<file path="src/rtl/hfu_pkg.sv">
package hfu_pkg;

   // Operand source selection for the execute-stage ALU inputs.
   typedef enum logic [1:0] {
      FWD_REGFILE = 2'b00,
      FWD_WB      = 2'b01,
      FWD_MEM     = 2'b10
   } fwd_sel_e;

   localparam int unsigned NUM_OPERANDS = 2;

endpackage

</file>
<file path="src/rtl/hfu_operand_fwd.sv">
module hfu_operand_fwd
   import hfu_pkg::*;
#(
   parameter int unsigned REG_W          = 5,
   parameter bit          ZERO_HARDWIRED = 1'b1
) (
   input  logic             clk,
   input  logic             rst_n,
   input  logic [REG_W-1:0] src,
   input  logic [REG_W-1:0] mem_dst,
   input  logic             mem_wr,
   input  logic [REG_W-1:0] wb_dst,
   input  logic             wb_wr,
   output fwd_sel_e         sel
);

   logic src_live;
   logic hit_mem;
   logic hit_wb;

   // Variant: either register 0 is a constant zero, or every index is real.
   generate
      if (ZERO_HARDWIRED) begin : g_zero_reg
         assign src_live = |src;
      end else begin : g_no_zero_reg
         assign src_live = 1'b1;
      end
   endgenerate

   assign hit_mem = src_live && mem_wr && (mem_dst == src);
   assign hit_wb  = src_live && wb_wr  && (wb_dst  == src);

   // Nearest producer first.
   always_comb begin
      if (hit_mem)     sel = FWD_MEM;
      else if (hit_wb) sel = FWD_WB;
      else             sel = FWD_REGFILE;
   end

   // both stages match -> the younger result is chosen
   a_r3_mem_beats_wb : assert property (@(posedge clk) disable iff (!rst_n)
      (mem_wr && wb_wr && mem_dst == src && wb_dst == src && src != '0)
         |-> sel == FWD_MEM);

   // no stage writing -> register file value
   a_r3_idle_regfile : assert property (@(posedge clk) disable iff (!rst_n)
      (!mem_wr && !wb_wr) |-> sel == FWD_REGFILE);

   // register 0 is never bypassed
   generate
      if (ZERO_HARDWIRED) begin : g_zero_chk
         a_r4_zero_src : assert property (@(posedge clk) disable iff (!rst_n)
            (src == '0) |-> sel == FWD_REGFILE);
      end
   endgenerate

endmodule

</file>
<file path="src/rtl/hfu_load_use.sv">
module hfu_load_use #(
   parameter int unsigned REG_W          = 5,
   parameter bit          ZERO_HARDWIRED = 1'b1
) (
   input  logic             clk,
   input  logic             rst_n,
   input  logic [REG_W-1:0] id_rs,
   input  logic [REG_W-1:0] id_rt,
   input  logic             id_uses_rt,
   input  logic             ex_load,
   input  logic [REG_W-1:0] ex_rt,
   output logic             load_hit
);

   logic dst_live;
   logic rs_match;
   logic rt_match;

   generate
      if (ZERO_HARDWIRED) begin : g_zero_reg
         assign dst_live = |ex_rt;
      end else begin : g_no_zero_reg
         assign dst_live = 1'b1;
      end
   endgenerate

   assign rs_match = (id_rs == ex_rt);
   assign rt_match = id_uses_rt && (id_rt == ex_rt);
   assign load_hit = ex_load && dst_live && (rs_match || rt_match);

   // only a load in execute can cause a load-use hit
   a_r7_nonload_quiet : assert property (@(posedge clk) disable iff (!rst_n)
      !ex_load |-> !load_hit);

   // an unread second source cannot create a hit on its own
   a_r6_rt_unused : assert property (@(posedge clk) disable iff (!rst_n)
      (!id_uses_rt && id_rs != ex_rt) |-> !load_hit);

endmodule

</file>
<file path="src/rtl/hfu_flow_ctl.sv">
module hfu_flow_ctl (
   input  logic clk,
   input  logic rst_n,
   input  logic load_hit,
   input  logic br_taken,
   output logic pc_hold,
   output logic ifid_hold,
   output logic idex_bubble,
   output logic ifid_flush,
   output logic idex_flush
);

   logic stall;

   // The redirect discards the stalled instruction anyway, so flush wins.
   assign stall       = load_hit && !br_taken;
   assign pc_hold     = stall;
   assign ifid_hold   = stall;
   assign idex_bubble = stall;
   assign ifid_flush  = br_taken;
   assign idex_flush  = br_taken;

   // a taken branch never coexists with a hold
   a_r10_flush_wins : assert property (@(posedge clk) disable iff (!rst_n)
      br_taken |-> (!pc_hold && !ifid_hold && !idex_bubble));

   // a hit without a redirect holds the front end
   a_r5_hit_holds : assert property (@(posedge clk) disable iff (!rst_n)
      (load_hit && !br_taken) |-> (pc_hold && idex_bubble));

endmodule

</file>
<file path="src/rtl/hazard_fwd_unit.sv">
module hazard_fwd_unit
   import hfu_pkg::*;
#(
   parameter int unsigned REG_W          = 5,
   parameter bit          ZERO_HARDWIRED = 1'b1
) (
   input  logic             clk,
   input  logic             rst_n,
   input  logic [REG_W-1:0] id_rs,
   input  logic [REG_W-1:0] id_rt,
   input  logic             id_uses_rt,
   input  logic [REG_W-1:0] ex_rs,
   input  logic [REG_W-1:0] ex_rt,
   input  logic             ex_load,
   input  logic [REG_W-1:0] mem_dst,
   input  logic             mem_wr,
   input  logic [REG_W-1:0] wb_dst,
   input  logic             wb_wr,
   input  logic             br_taken,
   output logic [1:0]       fwd_a,
   output logic [1:0]       fwd_b,
   output logic             pc_hold,
   output logic             ifid_hold,
   output logic             idex_bubble,
   output logic             ifid_flush,
   output logic             idex_flush
);

   localparam int unsigned NREGS = 1 << REG_W;

   // Elaboration-time parameter checks
   generate
      if (REG_W < 1 || REG_W > 8) begin : g_bad_reg_w
         $fatal(1, "hazard_fwd_unit: REG_W must be 1..8");
      end
      if (ZERO_HARDWIRED && NREGS < 2) begin : g_bad_zero
         $fatal(1, "hazard_fwd_unit: register 0 needs at least two registers");
      end
   endgenerate

   logic [REG_W-1:0] opnd_src [NUM_OPERANDS];
   fwd_sel_e         opnd_sel [NUM_OPERANDS];
   logic             load_hit;

   assign opnd_src[0] = ex_rs;
   assign opnd_src[1] = ex_rt;

   generate
      for (genvar k = 0; k < NUM_OPERANDS; k++) begin : g_opnd
         hfu_operand_fwd #(
            .REG_W          (REG_W),
            .ZERO_HARDWIRED (ZERO_HARDWIRED)
         ) u_fwd (
            .clk     (clk),
            .rst_n   (rst_n),
            .src     (opnd_src[k]),
            .mem_dst (mem_dst),
            .mem_wr  (mem_wr),
            .wb_dst  (wb_dst),
            .wb_wr   (wb_wr),
            .sel     (opnd_sel[k])
         );
      end
   endgenerate

   assign fwd_a = opnd_sel[0];
   assign fwd_b = opnd_sel[1];

   hfu_load_use #(
      .REG_W          (REG_W),
      .ZERO_HARDWIRED (ZERO_HARDWIRED)
   ) u_load_use (
      .clk        (clk),
      .rst_n      (rst_n),
      .id_rs      (id_rs),
      .id_rt      (id_rt),
      .id_uses_rt (id_uses_rt),
      .ex_load    (ex_load),
      .ex_rt      (ex_rt),
      .load_hit   (load_hit)
   );

   hfu_flow_ctl u_flow (
      .clk         (clk),
      .rst_n       (rst_n),
      .load_hit    (load_hit),
      .br_taken    (br_taken),
      .pc_hold     (pc_hold),
      .ifid_hold   (ifid_hold),
      .idex_bubble (idex_bubble),
      .ifid_flush  (ifid_flush),
      .idex_flush  (idex_flush)
   );

   // flush strobes follow the branch outcome exactly
   a_r9_flush_follows : assert property (@(posedge clk) disable iff (!rst_n)
      (ifid_flush == br_taken) && (idex_flush == br_taken));

   // write-back activity alone never stalls decode
   a_r8_wb_no_stall : assert property (@(posedge clk) disable iff (!rst_n)
      !ex_load |-> !pc_hold);

   // the three hold controls move together
   a_r5_hold_together : assert property (@(posedge clk) disable iff (!rst_n)
      (pc_hold == ifid_hold) && (ifid_hold == idex_bubble));

   // a legal select code only
   a_r1_sel_legal : assert property (@(posedge clk) disable iff (!rst_n)
      (fwd_a != 2'b11) && (fwd_b != 2'b11));

endmodule

</file>
<file path="config.mk">
export PLATFORM = sky130hd
export DESIGN_NAME = hazard_fwd_unit
export DESIGN_NICKNAME = d
export VERILOG_FILES = /design/src/rtl/hfu_pkg.sv /design/src/rtl/hfu_operand_fwd.sv /design/src/rtl/hfu_load_use.sv /design/src/rtl/hfu_flow_ctl.sv /design/src/rtl/hazard_fwd_unit.sv
export SDC_FILE = /design/constraint.sdc
export NUM_CORES = 1
export LEC_CHECK = 0
export BUFFER_PORTS_ARGS = -buffer_cell sky130_fd_sc_hd__buf_4
export CORE_AREA = 4 4 41 43
export DETAILED_ROUTE_END_ITERATION = 12
export DIE_AREA = 0 0 45 47
export PLACE_DENSITY = 0.79
export SYNTH_ARGS = -nofsm -noshare
export SYNTH_HDL_FRONTEND = slang
export SYNTH_HIERARCHICAL = 1
export SYNTH_SLANG_ARGS = --single-unit
</file>
<file path="constraint.sdc">
create_clock -name vclk -period 2.1
set_input_delay 0.42 -clock vclk [all_inputs]
set_output_delay 0.42 -clock vclk [all_outputs]
set_load 0.02 [all_outputs]
</file>
==> Word level (Yosys, flattened, before mapping) <==
Cells that the tools add are included.
{ "classes": {"n_eq_ne": 6, "n_mux": 4, "n_reduce_logical": 16} }
{ "op_table": {"columns": ["cell", "n"], "rows": [
  ["5-bit equality test", 6],
  ["1-bit logical AND", 12],
  ["5-bit OR reduction", 2],
  ["2-bit 2-to-1 mux", 2],
  ["1-bit 2-to-1 mux", 2],
  ["1-bit logical NOT", 1],
  ["1-bit logical OR", 1]
]} }
{ "word_totals": {"ff_bits": 0, "out_inout_bits": 9} }

==> Depth between registers and ports, before layout <==
{ "logic_depth": {"word_depth": 5, "ltp_mapped": 6} }

==> Modules after synthesis <==
The synthesis kept the hierarchy.
{ "by_module_without_submodules": {"columns": ["module", "n_inst", "cells_each", "area_each_um2", "seq_area_each_um2"], "rows": [
  ["hfu_operand_fwd", 2, 19, 146.4, 0.0],
  ["hfu_load_use", 1, 17, 132.6, 0.0],
  ["hfu_flow_ctl", 1, 5, 43.8, 0.0]
]} }

==> Worst setup path before layout <==
Ideal clock, no wire load.
{ "synth_path": {"path_kind": "in2out", "start": "in ex_rs[2]", "end": "out fwd_a[0]", "t_arrival_ns": 1.775, "t_required_ns": 1.680, "path_slack_ns": -0.095, "cell_stages": 3, "path_buffers": 0, "path_cell_list": "xnor2_1 -> and2_1 -> a2111oi_0"} }
{ "synth_via": {"elab_chain_len": 5, "word_cells_on_any_way": 9, "cone_classes": "2 x eq/ne; 2 x mux; 5 x reduce/logical"} }
{ "synth_lines": {"columns": ["element", "line", "rtl"], "rows": [
  ["from (decl)", "hazard_fwd_unit.sv:12", "input logic [REG_W-1:0] ex_rs,"],
  ["5-bit OR reduction", "hfu_operand_fwd.sv:24", "assign src_live = |src;"],
  ["1-bit logical AND (2 in a row)", "hfu_operand_fwd.sv:31", "assign hit_wb = src_live && wb_wr && (wb_dst == src);"],
  ["1-bit 2-to-1 mux", "hfu_operand_fwd.sv:36", "else if (hit_wb) sel = FWD_WB;"],
  ["2-bit 2-to-1 mux (*)", "hfu_operand_fwd.sv:35", "if (hit_mem) sel = FWD_MEM;"],
  ["to (decl)", "hazard_fwd_unit.sv:20", "output logic [1:0] fwd_a,"]
]} }
Every way passes the cells marked *; elsewhere a longest branch is shown, timed or not.

==> Worst setup path after layout <==
{ "layout_path": {"start": "in id_rt[1]", "end": "out pc_hold"} }
{ "layout_via": {"elab_chain_len": 5} }
{ "layout_lines": {"columns": ["element", "line", "rtl"], "rows": [
  ["from (decl)", "hazard_fwd_unit.sv:10", "input logic [REG_W-1:0] id_rt,"],
  ["5-bit equality test", "hfu_load_use.sv:28", "assign rt_match = id_uses_rt && (id_rt == ex_rt);"],
  ["1-bit logical AND", "hfu_load_use.sv:28", null],
  ["1-bit logical OR", "hfu_load_use.sv:29", "assign load_hit = ex_load && dst_live && (rs_match || rt_match);"],
  ["1-bit logical AND", "hfu_load_use.sv:29", null],
  ["named net load_hit", "hazard_fwd_unit.sv:43", "logic load_hit;"],
  ["1-bit logical AND", "hfu_flow_ctl.sv:16", "assign stall = load_hit && !br_taken;"],
  ["to (decl)", "hazard_fwd_unit.sv:22", "output logic pc_hold,"]
]} }
The timed path passes the listed nets, and every way through them passes these cells.

==> summary.md <==
| Metric | Value |
|---|---|
| Status | finished clean |
| CP arrival | 1540 ps |
| DRT Pass-1 Iters | 4 |
| Synth Area in Simple Gates | 0.285 |
| Row cnt | 13 |
| N_diodes | 0 |
| GPL Wtd Cong | slightly above 0.7 |
| Vias per cell | 4.80 |
| Final hold vios | 0 |
| HP Class | input pin to output port |
| Vias in the first global route | 516 |
| Synth Area per Inst | 7.82 um2 |
| Cells after synthesis | 60 |
| # clk buffers | 0 |
| Core area | 0.00130 mm2 |
| Least-Margin Pin Slew | 348 ps |
| Relative slew slack | 0.768 |
| Initial DRC count | 1 |
| Storage cell area | 0 um2 |
| Post-CTS Setup Repair Bufs | 0 |
| Layout area overhead | 75.7% |
| Antenna Violating Nets Remaining | 0 |
| PortBufs | 44 |
| Synth Area in XOR/XNOR | 0.560 |
| First-pass GRT wire length | 2.11 mm |
| Hold path depth | 2 |
| Grt ovf | 0 |
| DIE WIDTH | 45 um |
| Mux contribution to synthesized area | 0 |
| Fin area | approximately 820 um2 |
| IO Count | between 40 and 50 |
| Crit path capture type | output port |
| Ys Warns | 6 |
| Pwr Total | 0.153 mW |
| CP most frequent cell | buf_6 |
| Final nets | 137 |
| Seq/Total Area, Yosys | 0 |
| Drt drc | 0 |
| Vias | 542 |
| Top-area cell type share of the netlist area | 0.280 |
| CP max stage cell | nor4_2 |
| P per Cell Area | 185 mW/mm2 |
| Maximum vdd drop | 106 uV |
| Full die area | about 0.0021 mm2 |
| Synth top area cells | xnor2_1, xor2_1, buf_4 |
| Most instantiated cells after synthesis | xnor2_1, xor2_1, buf_4 |
| RSZ-0062 raised after global routing | yes |
| DR WL/cell | 11.5 um |
| Tot GR Track Use | 0.125 |
| Die height | 47 um |
| Placed Area | slightly below 800 um2 |
| Filler cells | 120 |
| Sequential cell count | 0 |
| Fin crit share | 0.934 |
| Worst path depth | 7 |
| WP buf/inv | 2 |
| Post-Syn Nets | 97 |
| Yosys top cell by area | xnor2_1 |
| Setup TNS | 0 ps |
| Final min period | 1960 ps |
| Cell Area, Synth | 469 um2 |
| Unique masters post-synth | 17 |
| Peak fanout along the critical path | 3 |
| Setup violations, final | 0 |
| Pin count of the biggest net entering global routing | 7 |
| Startpoint Class | input pin |
| Initial antenna violation count | 0 |
| Worst EP required | 1680 ps |
| Main combinational cell family by area after synthesis | XOR/XNOR gates |
| Post-synthesis adder-cell area fraction | 0 |
| Max cap viols | 0 |
| Initial Utilization | 0.361 |
| Crit-path cells | buf_6 -> xor2_2 -> nor4_2 -> nand3_1 -> a21oi_2 -> nor2b_4 -> buf_6 |
| Type of the worst setup path | input pin to output port |
| Max-slew violations | 0 |
| Detailed Route WL | 1.30 mm |
| Synth Area in Compound Gates | 0.0587 |
| CP peak stage delay | 260 ps |
| Fmax | 510 MHz |
| Layout cells sized above 1 | 0.500 |
| Pleak | 0.362 nW |
| Crit path max-delay family | simple AND/OR/NAND/NOR gates |
-- worst paths after layout --
kind      from         end  slack (ps)
min   br_taken  ifid_flush        1080
max   id_rt[1]     pc_hold         140
-- per-layer routing --
layer  part of all wire  vias up  track usage
li1                   -      277            -
met1               0.39      231        0.164
met2               0.46       34        0.226
met3               0.16        0       0.0230
met4                  0        0            0
met5                  0        -            0
-- where the power goes --
group	internal (mW)	leakage [nW]	switching, mW
Sequential	0	0	0
Combinational	0.0903	0.362	0.0623
Clock	0	0	0
-- per-stage QoR --
stage	hold slack, ps	util	setup slack, ps	instances
2_1_floorplan	876	-	162	60
3_3_place_gp	1080	0.596	87.8	113
3_5_place_dp	1080	0.596	81.4	113
4_1_cts	1080	0.596	75.2	113
5_1_grt	1090	0.634	-0.956	113
6_report	1080	0.634	138	113
-- logic make-up (layout without fill, tap and decap cells) --
logic type / count (synthesis) / in the layout
compound gates: 4 / 4
simple gates: 20 / 20
xor+xnor: 30 / 30
buf+inv: 6 / 44
-- layout make-up --
type | count | area [um2] | area share
multi-input combinational | 54 | 445 | 0.540
tap | 15 | 18.8 | 0.0228
timing repair buffer | 44 | 360 | 0.437
-- cells in the final DEF (no fill, tap or decap), drive strengths merged --
| master | count |
|---|---|
| buf | 44 |
| xnor2 | 15 |
| xor2 | 15 |
| or4 | 3 |
| nor4 | 3 |
| nor2 | 2 |
| and2 | 2 |
| and3b | 2 |
| nand2 | 2 |
| nand4 | 2 |
| a2111oi | 2 |
| nand3 | 2 |
| nor2b | 1 |
| nor3 | 1 |
| o21ai | 1 |
| a21oi | 1 |
-- what timing repair did --
action | in CTS | in global routing
hold buffers | 0 | 0
resized for setup | 0 | 11
endpoints found under the setup margin | 0 | 3
Note: power is estimated with default switching activity, not from simulation.
